$ cat config.mk
export PLATFORM = sky130hd
export DESIGN_NAME = wr_parity_guard
export DESIGN_NICKNAME = d
export VERILOG_FILES = /design/src/rtl/wpg_pkg.sv /design/src/rtl/wpg_lane_check.sv /design/src/rtl/wpg_report_pipe.sv /design/src/rtl/wr_parity_guard.sv
export SDC_FILE = /design/constraint.sdc
export NUM_CORES = 1
export LEC_CHECK = 0
export ABC_CLOCK_PERIOD_IN_PS = 1710
export BUFFER_PORTS_ARGS = -buffer_cell sky130_fd_sc_hd__buf_2
export CELL_PAD_IN_SITES_DETAIL_PLACEMENT = 2
export CELL_PAD_IN_SITES_GLOBAL_PLACEMENT = 2
export CORE_MARGIN = 2
export CORE_UTILIZATION = 17
export CTS_CLUSTER_SIZE = 16
export DETAILED_ROUTE_END_ITERATION = 8
export GPL_ROUTABILITY_DRIVEN = 0
export MAX_ROUTING_LAYER = met4
export PLACE_DENSITY_LB_ADDON = 0.1
export SYNTH_ARGS = -nofsm -noshare
export SYNTH_HDL_FRONTEND = slang
export SYNTH_SLANG_ARGS = --single-unit
$ cat constraint.sdc
create_clock -name clk -period 1.71 [get_ports clk]
set_input_delay 0.0855 -clock clk [delete_from_list [all_inputs] [get_ports clk]]
set_output_delay 0.0855 -clock clk [all_outputs]
set_load 0.02 [all_outputs]
$ cat src/rtl/wpg_pkg.sv
package wpg_pkg;
  localparam int unsigned LANE_W = 9;

  typedef enum logic {
    RPT_FLOW = 1'b0,
    RPT_PIPE = 1'b1
  } rpt_mode_e;

  function automatic logic lane_xor(input logic [LANE_W-1:0] v);
    return ^v;
  endfunction
endpackage

$ cat src/rtl/wpg_lane_check.sv
module wpg_lane_check
  import wpg_pkg::*;
(
  input  logic              clk,
  input  logic              rst_n,
  input  logic [LANE_W-1:0] lane_bits,
  input  logic              lane_on,
  input  logic              even_req,
  output logic              lane_fault
);
  logic odd_weight;

  always_comb begin
    odd_weight = lane_xor(lane_bits);
    lane_fault = lane_on & (even_req ? odd_weight : ~odd_weight);
  end

  // a disabled lane never reports
  assert_masked_lane_quiet_R4: assert property (@(posedge clk) disable iff (!rst_n)
    !lane_on |-> !lane_fault);
endmodule

$ cat src/rtl/wpg_report_pipe.sv
module wpg_report_pipe
  import wpg_pkg::*;
(
  input  logic      clk,
  input  logic      rst_n,
  input  logic      beat_fault,
  input  rpt_mode_e mode,
  output logic      report
);
  localparam int unsigned DEPTH = 2;
  logic [DEPTH-1:0] stage;

  generate
    for (genvar k = 0; k < DEPTH; k++) begin : g_stage
      if (k == 0) begin : g_head
        always_ff @(posedge clk or negedge rst_n) begin
          if (!rst_n) stage[0] <= 1'b0;
          else        stage[0] <= beat_fault;
        end
      end else begin : g_tail
        always_ff @(posedge clk or negedge rst_n) begin
          if (!rst_n) stage[k] <= 1'b0;
          else        stage[k] <= stage[k-1];
        end
      end
    end
  endgenerate

  always_comb report = (mode == RPT_PIPE) ? stage[DEPTH-1] : stage[0];
endmodule

$ cat src/rtl/wr_parity_guard.sv
module wr_parity_guard
  import wpg_pkg::*;
#(
  parameter int unsigned LANES = 4
) (
  input  logic                    clk,
  input  logic                    rst_n,
  input  logic                    wr_valid,
  input  logic [LANES*LANE_W-1:0] wr_data,
  input  logic [LANES-1:0]        lane_en,
  input  logic                    even_sel,
  input  logic                    pipe_mode,
  output logic                    err_q,
  output logic                    err_oe
);
  localparam int unsigned BUS_W = LANES * LANE_W;

  logic [LANES-1:0] lane_fault;
  logic             beat_fault;
  rpt_mode_e        mode;
  logic             report;

  generate
    for (genvar i = 0; i < LANES; i++) begin : g_lane
      wpg_lane_check u_lane (
        .clk        (clk),
        .rst_n      (rst_n),
        .lane_bits  (wr_data[i*LANE_W +: LANE_W]),
        .lane_on    (lane_en[i]),
        .even_req   (even_sel),
        .lane_fault (lane_fault[i])
      );
    end
  endgenerate

  always_comb begin
    beat_fault = wr_valid & (|lane_fault);
    mode       = pipe_mode ? RPT_PIPE : RPT_FLOW;
  end

  wpg_report_pipe u_rpt (
    .clk        (clk),
    .rst_n      (rst_n),
    .beat_fault (beat_fault),
    .mode       (mode),
    .report     (report)
  );

  assign err_q  = 1'b0;
  assign err_oe = report;

  // cycles since reset, saturating; gates the latency checks
  logic [1:0] armed;
  always_ff @(posedge clk or negedge rst_n) begin
    if (!rst_n)           armed <= 2'd0;
    else if (armed != 2'd3) armed <= armed + 2'd1;
  end

  // invalid beats never feed the reporter
  assert_invalid_beat_quiet_R3: assert property (@(posedge clk) disable iff (!rst_n)
    !wr_valid |-> !beat_fault);

  // flow-through reports one edge after the beat
  assert_flow_latency_R5: assert property (@(posedge clk) disable iff (!rst_n)
    (armed >= 2'd1 && !pipe_mode) |-> (err_oe == $past(beat_fault)));

  // pipeline reports two edges after the beat
  assert_pipe_latency_R6: assert property (@(posedge clk) disable iff (!rst_n)
    (armed >= 2'd2 && pipe_mode) |-> (err_oe == $past(beat_fault, 2)));

  // the line is only driven when a fault was seen recently
  assert_release_when_clean_R8: assert property (@(posedge clk) disable iff (!rst_n)
    (armed >= 2'd2 && !$past(beat_fault) && !$past(beat_fault, 2)) |-> !err_oe);

  logic unused_w;
  assign unused_w = ^BUS_W;
endmodule

==> results of run 1 <==
final timing paths:
| path | slack [ns] | depth (start not counted) | to | start |
|---|---|---|---|---|
| worst min-delay path | 0.12 | 2 | u_rpt.stage[0] | wr_valid |
| min in group asynchronous | 0.19 | 2 | u_rpt.stage[1] | rst_n |
| worst min register to register | 0.37 | 0 | u_rpt.stage[1] | u_rpt.stage[0] |
| worst max register to register | 1.23 | 0 | u_rpt.stage[1] | u_rpt.stage[0] |
| max in group asynchronous | 1.42 | 2 | u_rpt.stage[0] | rst_n |
| worst max-delay path | 0.62 | 6 | u_rpt.stage[0] | wr_data[20] |
where the power goes:
| part | switching, mW | internal, mW |
|---|---|---|
| Sequential | 0.00492 | 0.0605 |
| Clock | 0.0254 | 0.0773 |
| Combinational | 0.101 | 0.172 |
through the flow:
stage | util | area, sq um
detailed placement | 0.279 | 686
global placement | 0.279 | 686
CTS | 0.293 | 718
finish | 0.293 | 718
floorplan | - | 435
global route | 0.293 | 718
kinds of logic (layout without fill, tap and decap cells):
logic type	after synthesis	in the layout	share of synthesized area
AO/OA/AOI/OAI	3	3	0.0517
XOR/XNOR	32	32	0.770
buffers and inverters	2	49	0.0287
flip-flops	2	2	0.115
multiplexers	1	1	0.0259
other	1	1	0.00861
cell type report:
class / instances / area [sq um]
fillers: 297 / 1740
well taps: 30 / 37.5
clock buffers: 3 / 22.5
flip-flops and latches: 2 / 50.0
multi-input cells: 37 / 373
repair buffers: 46 / 235
synthesized netlist by cell type, drive strengths merged:
| cell type | n | area [sq um] |
|---|---|---|
| a21boi | 1 | 7.51 |
| a22oi | 2 | 15.0 |
| buf | 1 | 7.51 |
| clkbuf | 1 | 5.00 |
| conb | 1 | 3.75 |
| dfrtp | 2 | 50.1 |
| mux2 | 1 | 11.3 |
| xnor2 | 24 | 210 |
| xnor3 | 4 | 90.1 |
| xor2 | 4 | 35.0 |
layout by cell type (no fill, tap or decap), drive strengths merged:
cell type    instances
xnor3                4
xnor2               24
conb                 1
buf                 45
a22oi                2
clkbuf               3
dfrtp                2
xor2                 4
dlygate4sd3          1
a21boi               1
mux2                 1
layer usage:
layer  wire, microns  track usage  share of wire  vias to the layer above
li1                -            -              -                      223
met1             353       0.0740           0.31                      207
met2             693        0.171           0.62                       17
met3              65       0.0246          0.058                        2
met4              13       0.0375          0.012                        0
met5               0            -              0                        -
timing repair:
item / CTS / global route
resized for setup: 0 / 0
hold buffers: 1 / 0
hold endpoints to repair: 2 / 0
setup endpoints to repair: 0 / 0
==> metrics.md, run 1 <==
| Metric | Value |
|---|---|
| Run status | `completed` |
| First-pass GRT wire length | `1770 microns` |
| Hold_ws | `0.125 ns` |
| Std-Cell Core Area | `0.00245 sq mm` |
| Clock Pin Slew Worst Setup and Hold Paths | `0.03 ns` |
| # Max-Cap Violations | `0` |
| CTS Buf Count | `3` |
| Number of flip-flops and latches in the synthesized netlist | `2` |
| Syn. warnings | `0` |
| Worst ir drop on vdd | `0.000245 V` |
| Critical path data required time | `1.80 ns` |
| Kind of cell adding the most delay to the critical path | `XOR/XNOR gates` |
| Detailed Route Iter0 Violations | `1` |
| Pin count of the biggest net entering global routing | `5` |
| Power per Cell Area | `615 mW/mm^2` |
| Proportion of synthesized chip area in sequential cells | `0.115` |
| Layout overhead on the synthesized area | `64.9%` |
| Final-stage net count | `135` |
| CP max-delay cell | `xnor3_1` |
| Global route overflow | `0` |
| Worst hold path type | `in2reg` |
| Final non-filler cell total | `118` |
| Post-Syn Nets | `86` |
| TritonCTS clock tree | `done` |
| Mean Syn Cell Area | `10.6 sq um` |
| CTS Root Buffer Type | `clkbuf_4` |
| Worst setup slack after placement | `0.379 ns` |
| CP endpoint kind | `register` |
| Final routed wire length divided by cell count | `9.54 microns` |
| H-tree lvl count | `1` |
| Area of the die | `0.00298 sq mm` |
| Remaining antenna violation count | `0` |
| Post-Route WL | `1130 microns` |
| Initial antenna violation count | `0` |
| Nature of the critical path startpoint | `input port` |
| Number of sinks on the clock net | `2` |
| Largest registers ranked by flip-flop count | `u_rpt.stage (2)` |
| Final hold viol count | `0` |
| Via count of the routed design | `449` |
| Critical path buffers and inverters | `1` |
| CP Data Arrival Time | `1.18 ns` |
| Total routing resource utilization after global routing | `0.0867` |
| # diodes | `0` |
| Maximum root-to-sink buffer count | `2` |
| Skew-Pair Late Insertion Delay | `0.22 ns` |
| I/O pin count | `47` |
| Max Fanout on Critical Path | `1` |
| Row cnt | `18` |
| Post-synthesis instance area | `435 sq um` |
| Inst Count DP | `114` |
| Setup Buffers After CTS | `0` |
| Crit-path cells | `buf_2 > xor2_1 > xnor3_1 > xnor2_1 > a22oi_1 > a21boi_1` |
| Crit path largest cell delay | `0.42 ns` |
| Min cycle time layout | `1.09 ns` |
| Number of instances in the synthesized netlist | `41` |
| Post-route fraction of the period consumed by the critical path | `0.635` |
| Width of the die | `54.6 microns` |
| Number of distinct library cell variants in the gate-level netlist after synthesis | `10` |
| Final routed DRC violation total | `0` |
| Pwr Total | `442 uW` |
| Fmax | `920 MHz` |
| LEAKAGE | `0.365 nW` |
| Die height | `54.6 microns` |
| Max reg flops | `2` |
| Worst Setup Slack, final | `0.623 ns` |
| Ratio of cells with drive above 1 in the final layout | `0.557` |
| Setup TNS after final layout | `0 ns` |
| RSZ-0062 raised after global routing | `false` |
| Initial core utilization | `0.177` |
| Clk_skew | `0.00451 ns` |
| Length of the first detailed-routing pass in iterations | `2` |
| Count of input and output buffers | `45` |
| Type of the worst setup path | `in2reg` |
| Largest register by flop count | `u_rpt.stage` |
| Final setup violating endpoints | `0` |
| Number of max-slew violations in the final report | `0` |
| Number of global-route vias before repair | `477` |
| Detailed-route vias per instance | `3.81` |
(Power assumes the default switching activity.)
==> run 2, diff against run 1 <==
--- a/config.mk
+++ b/config.mk
@@ -5,12 +5,13 @@
 export SDC_FILE = /design/constraint.sdc
 export NUM_CORES = 1
 export LEC_CHECK = 0
-export ABC_CLOCK_PERIOD_IN_PS = 1710
+export ABC_CLOCK_PERIOD_IN_PS = 900
 export BUFFER_PORTS_ARGS = -buffer_cell sky130_fd_sc_hd__buf_2
 export CELL_PAD_IN_SITES_DETAIL_PLACEMENT = 2
 export CELL_PAD_IN_SITES_GLOBAL_PLACEMENT = 2
+export CORE_ASPECT_RATIO = 2
 export CORE_MARGIN = 2
-export CORE_UTILIZATION = 17
+export CORE_UTILIZATION = 15
 export CTS_CLUSTER_SIZE = 16
 export DETAILED_ROUTE_END_ITERATION = 8
 export GPL_ROUTABILITY_DRIVEN = 0
==> constraint.sdc (replaced) <==
create_clock -name clk -period 0.9 [get_ports clk]
set_input_delay 0.045 -clock clk [delete_from_list [all_inputs] [get_ports clk]]
set_output_delay 0.045 -clock clk [all_outputs]
set_load 0.02 [all_outputs]
==> run 2 against run 1 <==
  * Worst hold slack worse by 0.041 ns
  * Via count increased by 5.8%
  * Design area is 11% higher
  * Die area rose by 13%
  * The flow now finishes with violations (setup timing)
  * Core utilization fell by 0.57 points
  * Largest cell class unchanged
  * Clock skew fell by 0.0033 ns
  * Flip-flop and latch count is the same
  * Setup slack worse by 0.76 ns
  * Critical path depth is the same
  * Non-clock buffer count is 1 higher
  * Sequential power is 90% higher
==> metrics.md, run 2 (synthesis gave the netlist of run 1 again) <==
| Metric | Value |
|---|---|
| Hold path start | `wr_valid` |
| Clock Pin Slew Worst Setup and Hold Paths | `0.03 ns (about the same)` |
| R2r worst-path depth | `1 (+1)` |
| Post-Route WL | `1350 microns (+20%)` |
| # Max-Cap Violations | `0 (unchanged)` |
| Final hold viol count | `0 (unchanged)` |
| CTS Root Buffer Type | `clkbuf_8` |
| Total routing resource utilization after global routing | `0.0943 (+0.00758)` |
| Length of the first detailed-routing pass in iterations | `2 (unchanged)` |
| CP Data Arrival Time | `1.12 ns (-0.06 ns)` |
| Setup TNS after final layout | `-0.254 ns (-0.254 ns)` |
| Start point of the critical path | `wr_data[35]` |
| Initial core utilization | `0.157 (-0.0202)` |
| Maximum root-to-sink buffer count | `2 (unchanged)` |
| Pwr Total | `1.06 mW (+140%)` |
| Hold path cells | `2 (unchanged)` |
| Number of max-slew violations in the final report | `0 (unchanged)` |
| Global route overflow | `0 (unchanged)` |
| Std-Cell Core Area | `0.00277 sq mm (+13%)` |
| H-tree lvl count | `1 (unchanged)` |
| Post-route fraction of the period consumed by the critical path | `1.15` |
| First-pass GRT wire length | `2260 microns (+28%)` |
| Max Fanout on Critical Path | `1 (unchanged)` |
| Nature of the critical path startpoint | `input port` |
| Layout overhead on the synthesized area | `82.5%` |
| Fraction of the core area covered by cells at the end of the flow | `0.287 (-0.00575)` |
| Number of global-route vias before repair | `543 (+14%)` |
| CTS Buf Count | `3 (unchanged)` |
| Post-detailed-placement half-perimeter wirelength | `1240 microns` |
| LEAKAGE | `0.407 nW (+11%)` |
| Final routed DRC violation total | `0 (unchanged)` |
| Width of the die | `42.1 microns (-23%)` |
| Fmax | `966 MHz` |
| TritonCTS clock tree | `done` |
| Skew-Pair Late Insertion Delay | `0.21 ns (about the same)` |
| Pin count of the biggest net entering global routing | `5 (unchanged)` |
| Final setup violating endpoints | `2 (+2)` |
| Row cnt | `27 (+9)` |
| End point of the worst hold path | `u_rpt.stage[0]` |
| Min cycle time layout | `1.03 ns` |
| Register-to-register setup slack | `0.30 ns (-0.93 ns)` |
| Via count of the routed design | `475 (+5.8%)` |
| Initial antenna violation count | `0 (unchanged)` |
| Critical path data required time | `0.98 ns (-0.82 ns)` |
| Violated checks | `setup timing` |
| RR Endpoint | `u_rpt.stage[1]` |
| Max reg flops | `2 (unchanged)` |
| Detailed Route Iter0 Violations | `5 (+4)` |
| Area of the die | `0.00338 sq mm (+13%)` |
| Number of sinks on the clock net | `2 (unchanged)` |
| Count of input and output buffers | `45 (unchanged)` |
| Remaining antenna violation count | `0 (unchanged)` |
| Run status | `finished, violations left` |
| Clk_skew | `0.00116 ns (-0.00335 ns)` |
| I/O pin count | `47 (unchanged)` |
| Type of the worst setup path | `in2reg` |
| Worst Setup Slack, final | `-0.135 ns (-0.758 ns)` |
| Worst hold path type | `in2reg` |
| Startpoint of the most critical register-to-register path | `u_rpt.stage[0]` |
| Detailed-route vias per instance | `4.03 (+5.8%)` |
| CP endpoint kind | `register` |
| Most frequent standard cell in the layout excluding fill and tap cells | `buf_2` |
| Most frequent cells in the layout | `buf_2 (41), xnor2_1 (21), xor2_1 (4), xnor3_1 (4), buf_6 (4)` |
| Ratio of cells with drive above 1 in the final layout | `0.596 (+0.0387)` |
| Cell area after placement | `699 sq um (+2.0%)` |
| RSZ-0062 raised after global routing | `true` |
| Largest registers ranked by flip-flop count | `u_rpt.stage (2)` |
| Largest register by flop count | `u_rpt.stage` |
| # diodes | `0 (unchanged)` |
| Final-stage net count | `136 (+0.74%)` |
| Worst setup slack after placement | `-0.388 ns (-0.767 ns)` |
| Power per Cell Area | `1330 mW/mm^2 (+120%)` |
| Die height | `80.2 microns (+47%)` |
| Worst ir drop on vdd | `0.000373 V (+52%)` |
| Area of all placed cells without fillers | `795 sq um (+11%)` |
| Final routed wire length divided by cell count | `11.4 microns (+20%)` |
## run 2: what timing repair did
item	in CTS	in global routing
pin swaps	5	5
endpoints found under the setup margin	2	2
endpoints found under the hold margin	2	0
gates resized for setup	3	4
hold buffers	1	0
setup buffers	1	0
## run 2: final cells by class
| cell class | instances | area [sq um] |
|---|---|---|
| well taps | 29 | 36.3 |
| multi-input cells | 37 | 399 |
| repair buffers | 47 | 268 |
| fillers | 332 | 1980 |
| clock buffers | 3 | 41.3 |
| flip-flops and latches | 2 | 50.0 |
## run 2: report_power, final
group / total (mW) / switching, mW / internal (mW)
clock: 0.352 / 0.0691 / 0.283
sequential: 0.124 / 0.00887 / 0.115
combinational: 0.584 / 0.204 / 0.381
## run 2: per-stage QoR
step	hold WS [ns]	instances
2_1_floorplan	-0.251	41
3_3_place_gp	-0.168	113
3_5_place_dp	-0.166	113
4_1_cts	0.0815	118
5_1_grt	0.0812	118
6_report	0.0836	118
## run 2: per-layer routing
layer  routed length (microns)  track usage
met1                       377       0.0746
met4                         0       0.0469
met5                         0            -
met2                       868        0.192
met3                       104       0.0202
## run 2: how the worst max path moves through the flow
stage                          end  slack [ns]  cells after the start
floorplan           u_rpt.stage[0]       -0.15                      5
global placement    u_rpt.stage[0]       -0.38                      6
detailed placement  u_rpt.stage[0]       -0.39                      6
CTS                 u_rpt.stage[0]       -0.17                      6
global route        u_rpt.stage[0]       -0.22                      6
finish              u_rpt.stage[0]       -0.13                      6
## run 2: critical path: stages
cell      delay [ns]
buf_6           0.10
xnor2_2         0.14
xnor3_1         0.43
xnor2_1         0.14
a22oi_1         0.18
a21boi_1        0.08
==> run 3, diff against run 2 <==
--- a/config.mk
+++ b/config.mk
@@ -9,7 +9,7 @@
 export BUFFER_PORTS_ARGS = -buffer_cell sky130_fd_sc_hd__buf_2
 export CELL_PAD_IN_SITES_DETAIL_PLACEMENT = 2
 export CELL_PAD_IN_SITES_GLOBAL_PLACEMENT = 2
-export CORE_ASPECT_RATIO = 2
+export CORE_ASPECT_RATIO = 1.75
 export CORE_MARGIN = 2
 export CORE_UTILIZATION = 15
 export CTS_CLUSTER_SIZE = 16
==> run 3 against run 2 <==
  * Critical path depth did not move
  * Clock skew barely moved
  * Sequential power barely moved
  * Clock power fell by 1%
  * Design area rose by 0.31%
  * The flow still finishes with violations (setup timing)
  * Register-to-register slack improved by 0.11 ns
  * Worst hold slack improved by 0.0062 ns
  * Non-clock buffer count fell by 1
  * Highest routed layer is now met4
==> metrics.md, run 3 (synthesis gave the netlist of run 1 again) <==
| Metric | Value |
|---|---|
| Run status | `finished, violations left` |
| Violated checks | `setup timing` |
| Pwr Total | `1.04 mW (-2.2%)` |
| Final routed wire length divided by cell count | `10.1 microns (-11%)` |
| Count of input and output buffers | `45 (unchanged)` |
| Levels on crit path | `6 (unchanged)` |
| Crit path largest cell delay | `0.41 ns (-0.02 ns)` |
| Max reg flops | `2 (unchanged)` |
| Clk_skew | `0.000773 ns (-0.000384 ns)` |
| Worst Setup Slack, final | `-0.131 ns (+0.00411 ns)` |
| CTS Root Buffer Type | `clkbuf_8` |
| Post-route fraction of the period consumed by the critical path | `1.15 (-0.00457)` |
| Final non-filler cell total | `115 (-2.5%)` |
| Final hold viol count | `0 (unchanged)` |
| Critical path buffers and inverters | `1 (unchanged)` |
| Crit-path cells | `buf_2 > xnor2_2 > xnor3_1 > xnor2_1 > a22oi_1 > a21boi_1` |
| CP max-delay cell | `xnor3_1` |
| Switching power of the nets | `277 uW (-1.5%)` |
| CP Data Arrival Time | `1.11 ns (about the same)` |
| Kind of cell adding the most delay to the critical path | `XOR/XNOR gates` |
| Min cycle time layout | `1.03 ns (-0.00411 ns)` |
| Total routing resource utilization after global routing | `0.0821 (-0.0122)` |
| Width of the die | `44.7 microns (+6.2%)` |
| Number of global-route vias before repair | `533 (-1.8%)` |
| Type of the worst setup path | `in2reg` |
| Area of the die | `0.00337 sq mm (-0.28%)` |
| Startpoint of the most critical register-to-register path | `u_rpt.stage[0]` |
| Via count of the routed design | `456 (-4.0%)` |
| Row cnt | `25 (-7.4%)` |
| Largest registers ranked by flip-flop count | `u_rpt.stage (2)` |
| Remaining antenna violation count | `0 (unchanged)` |
| Layout overhead on the synthesized area | `83.0%` |
| Final-stage net count | `135 (-0.74%)` |
| # diodes | `0 (unchanged)` |
| Inst Count DP | `111 (-1.8%)` |
| Most frequent standard cell in the layout excluding fill and tap cells | `buf_2` |
| Internal Pwr Total | `760 uW (-2.4%)` |
| Share of total power consumed by net switching | `0.267 (+0.00174)` |
| Setup TNS after final layout | `-0.251 ns (+0.00309 ns)` |
| Pin count of the biggest net entering global routing | `5 (unchanged)` |
| Post-Route WL | `1170 microns (-14%)` |
| RSZ-0062 raised after global routing | `true` |
| Hold path cells | `2 (unchanged)` |
| Max Fanout on Critical Path | `1 (unchanged)` |
| CP endpoint kind | `register` |
| Skew-Pair Late Insertion Delay | `0.21 ns (about the same)` |
| Proportion of power drawn by the clock network | `0.335 (+0.003)` |
| Portion of total power attributed to sequential cells | `0.120 (+0.003)` |
| Hold path start | `wr_valid` |
| Number of max-slew violations in the final report | `0 (unchanged)` |
| Maximum root-to-sink buffer count | `2 (unchanged)` |
| Critical path data required time | `0.98 ns (about the same)` |
| CTS Buf Count | `3 (unchanged)` |
| Length of the first detailed-routing pass in iterations | `3 (+1)` |
| Detailed-route vias per instance | `3.97 (-1.5%)` |
| H-tree lvl count | `1 (unchanged)` |
| Worst ir drop on vdd | `0.000387 V (+3.7%)` |
| Clock Pin Slew Worst Setup and Hold Paths | `0.03 ns (about the same)` |
| Std-Cell Core Area | `0.00272 sq mm (-1.8%)` |
| R2r worst-path depth | `0 (-1)` |
| Final-layout fill cell count | `330 (-0.60%)` |
| First-pass GRT wire length | `1920 microns (-15%)` |
| Initial core utilization | `0.160 (+0.00282)` |
| # Max-Cap Violations | `0 (unchanged)` |
| Start point of the critical path | `wr_data[25]` |
| TritonCTS clock tree | `done` |
| Ratio of cells with drive above 1 in the final layout | `0.625 (+0.0295)` |
| Die height | `75.3 microns (-6.1%)` |
| Worst hold path type | `in2reg` |
| Proportion of power drawn by combinational gates | `0.546 (-0.005)` |
| Power per Cell Area | `1300 mW/mm^2 (-2.5%)` |
| I/O pin count | `47 (unchanged)` |
| Number of sinks on the clock net | `2 (unchanged)` |
| Global route overflow | `0 (unchanged)` |
| Largest register by flop count | `u_rpt.stage` |
| Nature of the critical path startpoint | `input port` |
| Final setup violating endpoints | `2 (unchanged)` |
| Final routed DRC violation total | `0 (unchanged)` |
| Fmax | `970 MHz (+0.40%)` |
| LEAKAGE | `0.404 nW (-0.63%)` |
| Detailed Route Iter0 Violations | `3 (-2)` |
| Initial antenna violation count | `0 (unchanged)` |
| Post-detailed-placement half-perimeter wirelength | `1110 microns (-11%)` |
| Most frequent cells in the layout | `buf_2 (42), xnor2_1 (20), xnor2_2 (4), xnor3_1 (4)` |
## run 3: through the flow
step	setup WS [ns]	hold slack [ns]	instance area (sq um)	utilization
after global routing	-0.217	0.0895	797	0.293
final	-0.131	0.0898	797	0.293
after CTS	-0.157	0.0879	783	0.288
after floorplan	-0.150	-0.251	450	-
after global placement	-0.372	-0.168	697	0.256
after detailed placement	-0.380	-0.165	697	0.256
## run 3: final timing paths
| kind | slack [ns] | endpoint |
|---|---|---|
| min in group asynchronous | 0.15 | u_rpt.stage[1] |
| worst min-delay path | 0.09 | u_rpt.stage[0] |
| worst max-delay path | -0.13 | u_rpt.stage[0] |
| worst max register to register | 0.41 | u_rpt.stage[1] |
| worst min register to register | 0.38 | u_rpt.stage[1] |
| max in group asynchronous | 0.65 | u_rpt.stage[0] |
## run 3: metal layers
layer  up-vias  wire [microns]  track usage
li1        221               -            -
met1       200             285       0.0625
met2        33             689        0.164
met3         2             182       0.0216
met4         0              10       0.0404
met5         -               0            -
## run 3: layout make-up
cell class              count  area (sq um)  area share
multi-input cells          37           418       0.524
repair buffers             46           254       0.319
flip-flops and latches      2          50.0      0.0628
clock buffers               3          41.3      0.0518
well taps                  27          33.8      0.0424
## run 3: timing repair
item / CTS / global route
cloned: 0 / 0
hold buffers: 1 / 0
endpoints found under the hold margin: 2 / 0
resized for setup: 6 / 2
setup buffers: 0 / 0
pin swaps: 7 / 5
setup endpoints to repair: 2 / 2
## run 3: power groups by stage
| stage | combinational [mW] | clock [mW] | sequential [mW] |
|---|---|---|---|
| 2_1_floorplan | 0.380 | 0 | 0.121 |
| 3_3_place_gp | 0.530 | 0 | 0.124 |
| 3_5_place_dp | 0.539 | 0 | 0.125 |
| 4_1_cts | 0.578 | 0.357 | 0.126 |
| 5_1_grt | 0.622 | 0.364 | 0.127 |
| 6_report | 0.566 | 0.347 | 0.124 |
